`src/rtl/audio_irq_agg.sv`:
```
module audio_irq_agg #(
  parameter int NCH = 3
) (
  input  logic             clk,
  input  logic             rst_n,
  input  logic             tx_thr_full,
  input  logic             tx_irq_en,
  input  logic             rx_thr_full,
  input  logic             rx_irq_en,
  input  logic [NCH-1:0]   tx_ch_en,
  input  logic [NCH-1:0]   rx_ch_en,
  input  logic [NCH-1:0]   tx_lvl_empty,
  input  logic [NCH-1:0]   tx_lvl_half,
  input  logic [NCH-1:0]   rx_lvl_full,
  input  logic [NCH-1:0]   rx_lvl_half,
  input  logic [NCH-1:0]   rx_lvl_empty,
  input  logic [NCH-1:0]   tx_urun,
  input  logic [NCH-1:0]   rx_orun,
  input  logic [NCH-1:0]   tx_wr_l,
  input  logic [NCH-1:0]   tx_wr_r,
  input  logic [NCH-1:0]   rx_rd_l,
  input  logic [NCH-1:0]   rx_rd_r,
  input  logic             sts_wr,
  input  logic [2*NCH-1:0] sts_wdata,
  output logic [NCH:0]     tx_src,
  output logic [NCH:0]     rx_src,
  output logic [2*NCH-1:0] sticky,
  output logic [NCH-1:0]   rx_empty_sts,
  output logic             tx_irq,
  output logic             rx_irq,
  output logic             irq
);

  logic           tx_pend, rx_pend;
  logic [NCH-1:0] tx_seen_l, tx_seen_r, rx_seen_l, rx_seen_r;
  logic [NCH-1:0] tx_en_q, rx_en_q;

  wire tx_set  = |(tx_urun & tx_ch_en);
  wire rx_set  = |(rx_orun & rx_ch_en);
  wire tx_drop = |(tx_en_q & ~tx_ch_en);
  wire rx_drop = |(rx_en_q & ~rx_ch_en);
  wire tx_done = &(((tx_seen_l | tx_wr_l) & (tx_seen_r | tx_wr_r)) | ~tx_ch_en);
  wire rx_done = &(((rx_seen_l | rx_rd_l) & (rx_seen_r | rx_rd_r)) | ~rx_ch_en);

  always_ff @(posedge clk) begin
    if (!rst_n) begin
      tx_pend   <= 1'b0;
      tx_seen_l <= '0;
      tx_seen_r <= '0;
      tx_en_q   <= '0;
    end else begin
      tx_en_q <= tx_ch_en;
      if (tx_set) begin
        tx_pend   <= 1'b1;
        tx_seen_l <= '0;
        tx_seen_r <= '0;
      end else if (tx_pend && (tx_done || tx_drop)) begin
        tx_pend   <= 1'b0;
        tx_seen_l <= '0;
        tx_seen_r <= '0;
      end else if (tx_pend) begin
        tx_seen_l <= (tx_seen_l | tx_wr_l) & tx_ch_en;
        tx_seen_r <= (tx_seen_r | tx_wr_r) & tx_ch_en;
      end
    end
  end

  always_ff @(posedge clk) begin
    if (!rst_n) begin
      rx_pend   <= 1'b0;
      rx_seen_l <= '0;
      rx_seen_r <= '0;
      rx_en_q   <= '0;
    end else begin
      rx_en_q <= rx_ch_en;
      if (rx_set) begin
        rx_pend   <= 1'b1;
        rx_seen_l <= '0;
        rx_seen_r <= '0;
      end else if (rx_pend && (rx_done || rx_drop)) begin
        rx_pend   <= 1'b0;
        rx_seen_l <= '0;
        rx_seen_r <= '0;
      end else if (rx_pend) begin
        rx_seen_l <= (rx_seen_l | rx_rd_l) & rx_ch_en;
        rx_seen_r <= (rx_seen_r | rx_rd_r) & rx_ch_en;
      end
    end
  end

  wire [2*NCH-1:0] stk_set  = {rx_orun & rx_ch_en, tx_urun & tx_ch_en};
  wire [2*NCH-1:0] stk_keep = sts_wr ? (sticky & sts_wdata) : sticky;

  always_ff @(posedge clk) begin
    if (!rst_n) sticky <= '0;
    else        sticky <= stk_set | stk_keep;
  end

  assign tx_src       = {tx_pend, tx_ch_en & (tx_thr_full ? tx_lvl_empty : tx_lvl_half)};
  assign rx_src       = {rx_pend, rx_ch_en & (rx_thr_full ? rx_lvl_full : rx_lvl_half)};
  assign rx_empty_sts = rx_lvl_empty & rx_ch_en;
  assign tx_irq       = tx_irq_en & (|tx_src);
  assign rx_irq       = rx_irq_en & (|rx_src);
  assign irq          = tx_irq | rx_irq;

endmodule

```
`config.mk`:
```
export PLATFORM = sky130hd
export DESIGN_NAME = audio_irq_agg
export DESIGN_NICKNAME = d
export VERILOG_FILES = /design/src/rtl/audio_irq_agg.sv
export SDC_FILE = /design/constraint.sdc
export NUM_CORES = 1
export LEC_CHECK = 0
export ABC_AREA = 1
export ABC_CLOCK_PERIOD_IN_PS = 1100
export BUFFER_PORTS_ARGS = -buffer_cell sky130_fd_sc_hd__buf_2
export CORE_ASPECT_RATIO = 0.8
export CORE_MARGIN = 2
export CORE_UTILIZATION = 30
export DETAILED_ROUTE_END_ITERATION = 16
export HOLD_SLACK_MARGIN = 0.03
export MAX_ROUTING_LAYER = met4
export PLACE_DENSITY = 0.56
export SLEW_MARGIN = 20
export SYNTH_ARGS = -nofsm -noshare
export SYNTH_HDL_FRONTEND = slang
export SYNTH_SLANG_ARGS = --single-unit
```
`constraint.sdc`:
```
create_clock -name clk -period 1.1 [get_ports clk]
set_clock_uncertainty 0.2 [all_clocks]
set_input_delay 0.11 -clock clk [delete_from_list [all_inputs] [get_ports clk]]
set_output_delay 0.11 -clock clk [all_outputs]
set_load 0.02 [all_outputs]
```
==> reports/metrics.cfg <==
[outcome]
outcome=complete, but fails checks
violations=negative hold slack, negative setup slack

[route]
drtIter0Drc=85
vias=1650
viasPerCell=4.275
dr.pass1.iters=4
postRouteAntennaNets=0
routed_wl_um=3965
wl_per_cell_um=10.27
drcViolationCount=0

[logic_synthesis]
synthTopCellsByCount=nand2_1 (65), inv_1 (40), dfxtp_1 (26), inv_2 (13)
syn_area_per_cell_um2=6.239
synth_cells=225
synth.most_common_cell=nand2_1
ys_ff_latch=26
ys.flop_type=dfxtp_1
ys_types=20
synth_seq_area_share_pct=37.08
synth_nets=277
yosysTopAreaCell=dfxtp_1
yosysWarnings=0
synth_top_area_share_pct=37.08
synth-edff-count=0
async_reset_ff_share_pct=0
synth_area_leaders=dfxtp_1 (37%), nand2_1 (17%), inv_1 (11%)
synth_area_mm2=0.001404

[power_and_ir_drop]
p_leak_nw=1.299
fin_total_pwr_mw=2.412
vdd_ir_drop_max_v=0.0004696
power_density_mw_per_mm2=975.5

[finish]
num-nets-final=379
area_growth_pct=76.11
layout.cells.non_filler=386
drive_gt1_share_pct=58.90
final_core_util_pct=54.44
antenna_cells=0

[setup_path]
r2r_start=rx_seen_l[1]$_SDFFE_PP0P_
arrival_ns=1.07
critPathMaxFanout=2
critical_path.n_buffers_inverters=2
endpoint=irq
reg2reg_depth=9
r2r-end=rx_seen_l[1]$_SDFFE_PP0P_
crit_chain=inv_2 -> nand2_2 -> o21ai_2 -> nand2_2 -> buf_6
cpLargestDelayFamily=flip-flops
path_depth=5
cp-start-kind=register
worst-setup-path-type=register to primary output
r2r_setup_slack_ns=-0.14
cp-end-kind=primary output
crit_start=tx_pend$_SDFFE_PN0P_
cp_slowest_cell=dfxtp_2
cp_data_required_time_ns=0.79
cpPeakStageDelay_ns=0.34
crit_path_frequent_cell=nand2_2

[worst_hold_path]
hp-class=primary input to register

[run]
cap_violations=0

[clock_tree]
cts_root_buffer=clkbuf_8
cts_sinks=26
cts_tree=built
path_clk_slew_ns=0.09
cts_buffers=3
insertion_delay_ns=0.27
cts_buffer_depth=2
h-tree-depth=1

[sta]
fin_crit_sh_pct=125.6
setup_viol=26
fmax_mhz=724.0
tightestPinTransition_ns=0.2457
relSlewSlack_pct=83.60
finalWorstSetupSlack_ns=-0.2812
final_hold_viol_count=12
whs_ns=-0.09092
rsz0062_at_grt=true
period_needed_ns=1.381
slew_violations=0

[global_routing]
grt_max_degree=15
antenna_found_initial=0
grt_use_total_pct=16.41
overflow=0
first_global_vias=1482
grt_pass1_wl_um=6486

[floorplanning]
coreArea_mm2=0.004542
dieArea_mm2=0.005246
num_rows=22
initial_core_util_pct=30.91
die_h_um=65.19
dieWidth_um=80.48
ioPinCount=72

[place]
io_buffer_count=71
pre_cts_ws_ns=-0.2622
dp_cells=364
gp_congestion=0.7700
place_hpwl_um=2720

[how the worst min path moves through the flow]
stage / from / slack, ns / end / cells past startpoint
after floorplan: rx_ch_en[0] / 0.003 / rx_en_q[0]$_SDFF_PN0_ / 2
after global placement: sts_wdata[5] / 0.19 / sticky[5]$_SDFF_PN0_ / 3
after detailed placement: tx_ch_en[1] / 0.19 / tx_en_q[1]$_SDFF_PN0_ / 3
after CTS: tx_urun[1] / -0.09 / sticky[1]$_SDFF_PN0_ / 3
after global routing: tx_urun[1] / -0.07 / sticky[1]$_SDFF_PN0_ / 3
final: tx_urun[1] / -0.09 / sticky[1]$_SDFF_PN0_ / 3
[state kept, by name (all words and copies together) (netlist names)]
name,cells
tx_en_q,3
rx_en_q,3
rx_seen_r,3
tx_seen_r,3
rx_pend,1
tx_seen_l,3
sticky,6
tx_pend,1
rx_seen_l,3
[per-layer routing]
| metal | track usage, % | vias to the layer above | part of all wire [%] |
|---|---|---|---|
| met5 | - | - | 0 |
| met4 | 6.356 | 0 | 1.6 |
| met3 | 1.511 | 5 | 4.8 |
| met2 | 27.71 | 46 | 48 |
| met1 | 20.42 | 729 | 45 |
| li1 | - | 870 | - |
[what timing repair did]
| action | in CTS | in global routing |
|---|---|---|
| setup buffers | 3 | 3 |
| setup endpoints to repair | 23 | 36 |
| pin swaps | 18 | 15 |
| hold endpoints to repair | 24 | 20 |
| cloned | 1 | 0 |
| resized for setup | 47 | 51 |
| hold buffers | 12 | 2 |
[worst min-delay path, cell delays in order]
cell and delay (ns):
buf_2 0.10, nand2_2 0.07, a21oi_1 0.06
[layout make-up]
class | count | area [um2]
tap | 60 | 75.07
timing repair buffer | 101 | 735.7
sequential | 26 | 543.0
inverter | 55 | 209.0
multi-input combinational | 140 | 854.6
fill | 453 | 2069
clock buffer | 4 | 55.05
[layout by cell type (no fill, tap or decap), types with 6 or more instances in the layout]
| master | instances |
|---|---|
| buf_6 | 10 |
| dlygate4sd3_1 | 12 |
| inv_2 | 19 |
| buf_4 | 20 |
| o21ai_0 | 6 |
| or2_1 | 10 |
| nand3_2 | 8 |
| nand2_1 | 35 |
| o21ai_1 | 7 |
| a21oi_1 | 6 |
| nor2_1 | 9 |
| dfxtp_1 | 8 |
| inv_1 | 33 |
| o21ai_2 | 7 |
| dfxtp_2 | 18 |
| nand2_2 | 27 |
| buf_2 | 54 |
| nor2_2 | 8 |
[report_power, final]
part           switching (mW)  internal, mW  leakage (nW)
logic                   0.404         0.375          1.05
clock network           0.312         0.321        0.0288
registers              0.0170         0.983         0.221
[per-stage QoR]
stage          cell area (um2)  setup TNS [ns]
5_1_grt                   2472          -6.351
3_5_place_dp              1941          -2.131
6_report                  2472          -4.904
4_1_cts                   2317          -5.318
2_1_floorplan             1451         -0.2137
3_3_place_gp              1941          -2.096
[logic make-up (layout without fill, tap and decap cells)]
family | after synthesis | count (layout) | share of synthesized area [%]
AND/OR/NAND/NOR | 110 | 110 | 35.12
buffers and inverters | 59 | 160 | 16.93
flip-flops | 26 | 26 | 37.08
AO/OA/AOI/OAI | 30 | 30 | 10.87
Note: power is estimated with default switching activity, not from simulation.
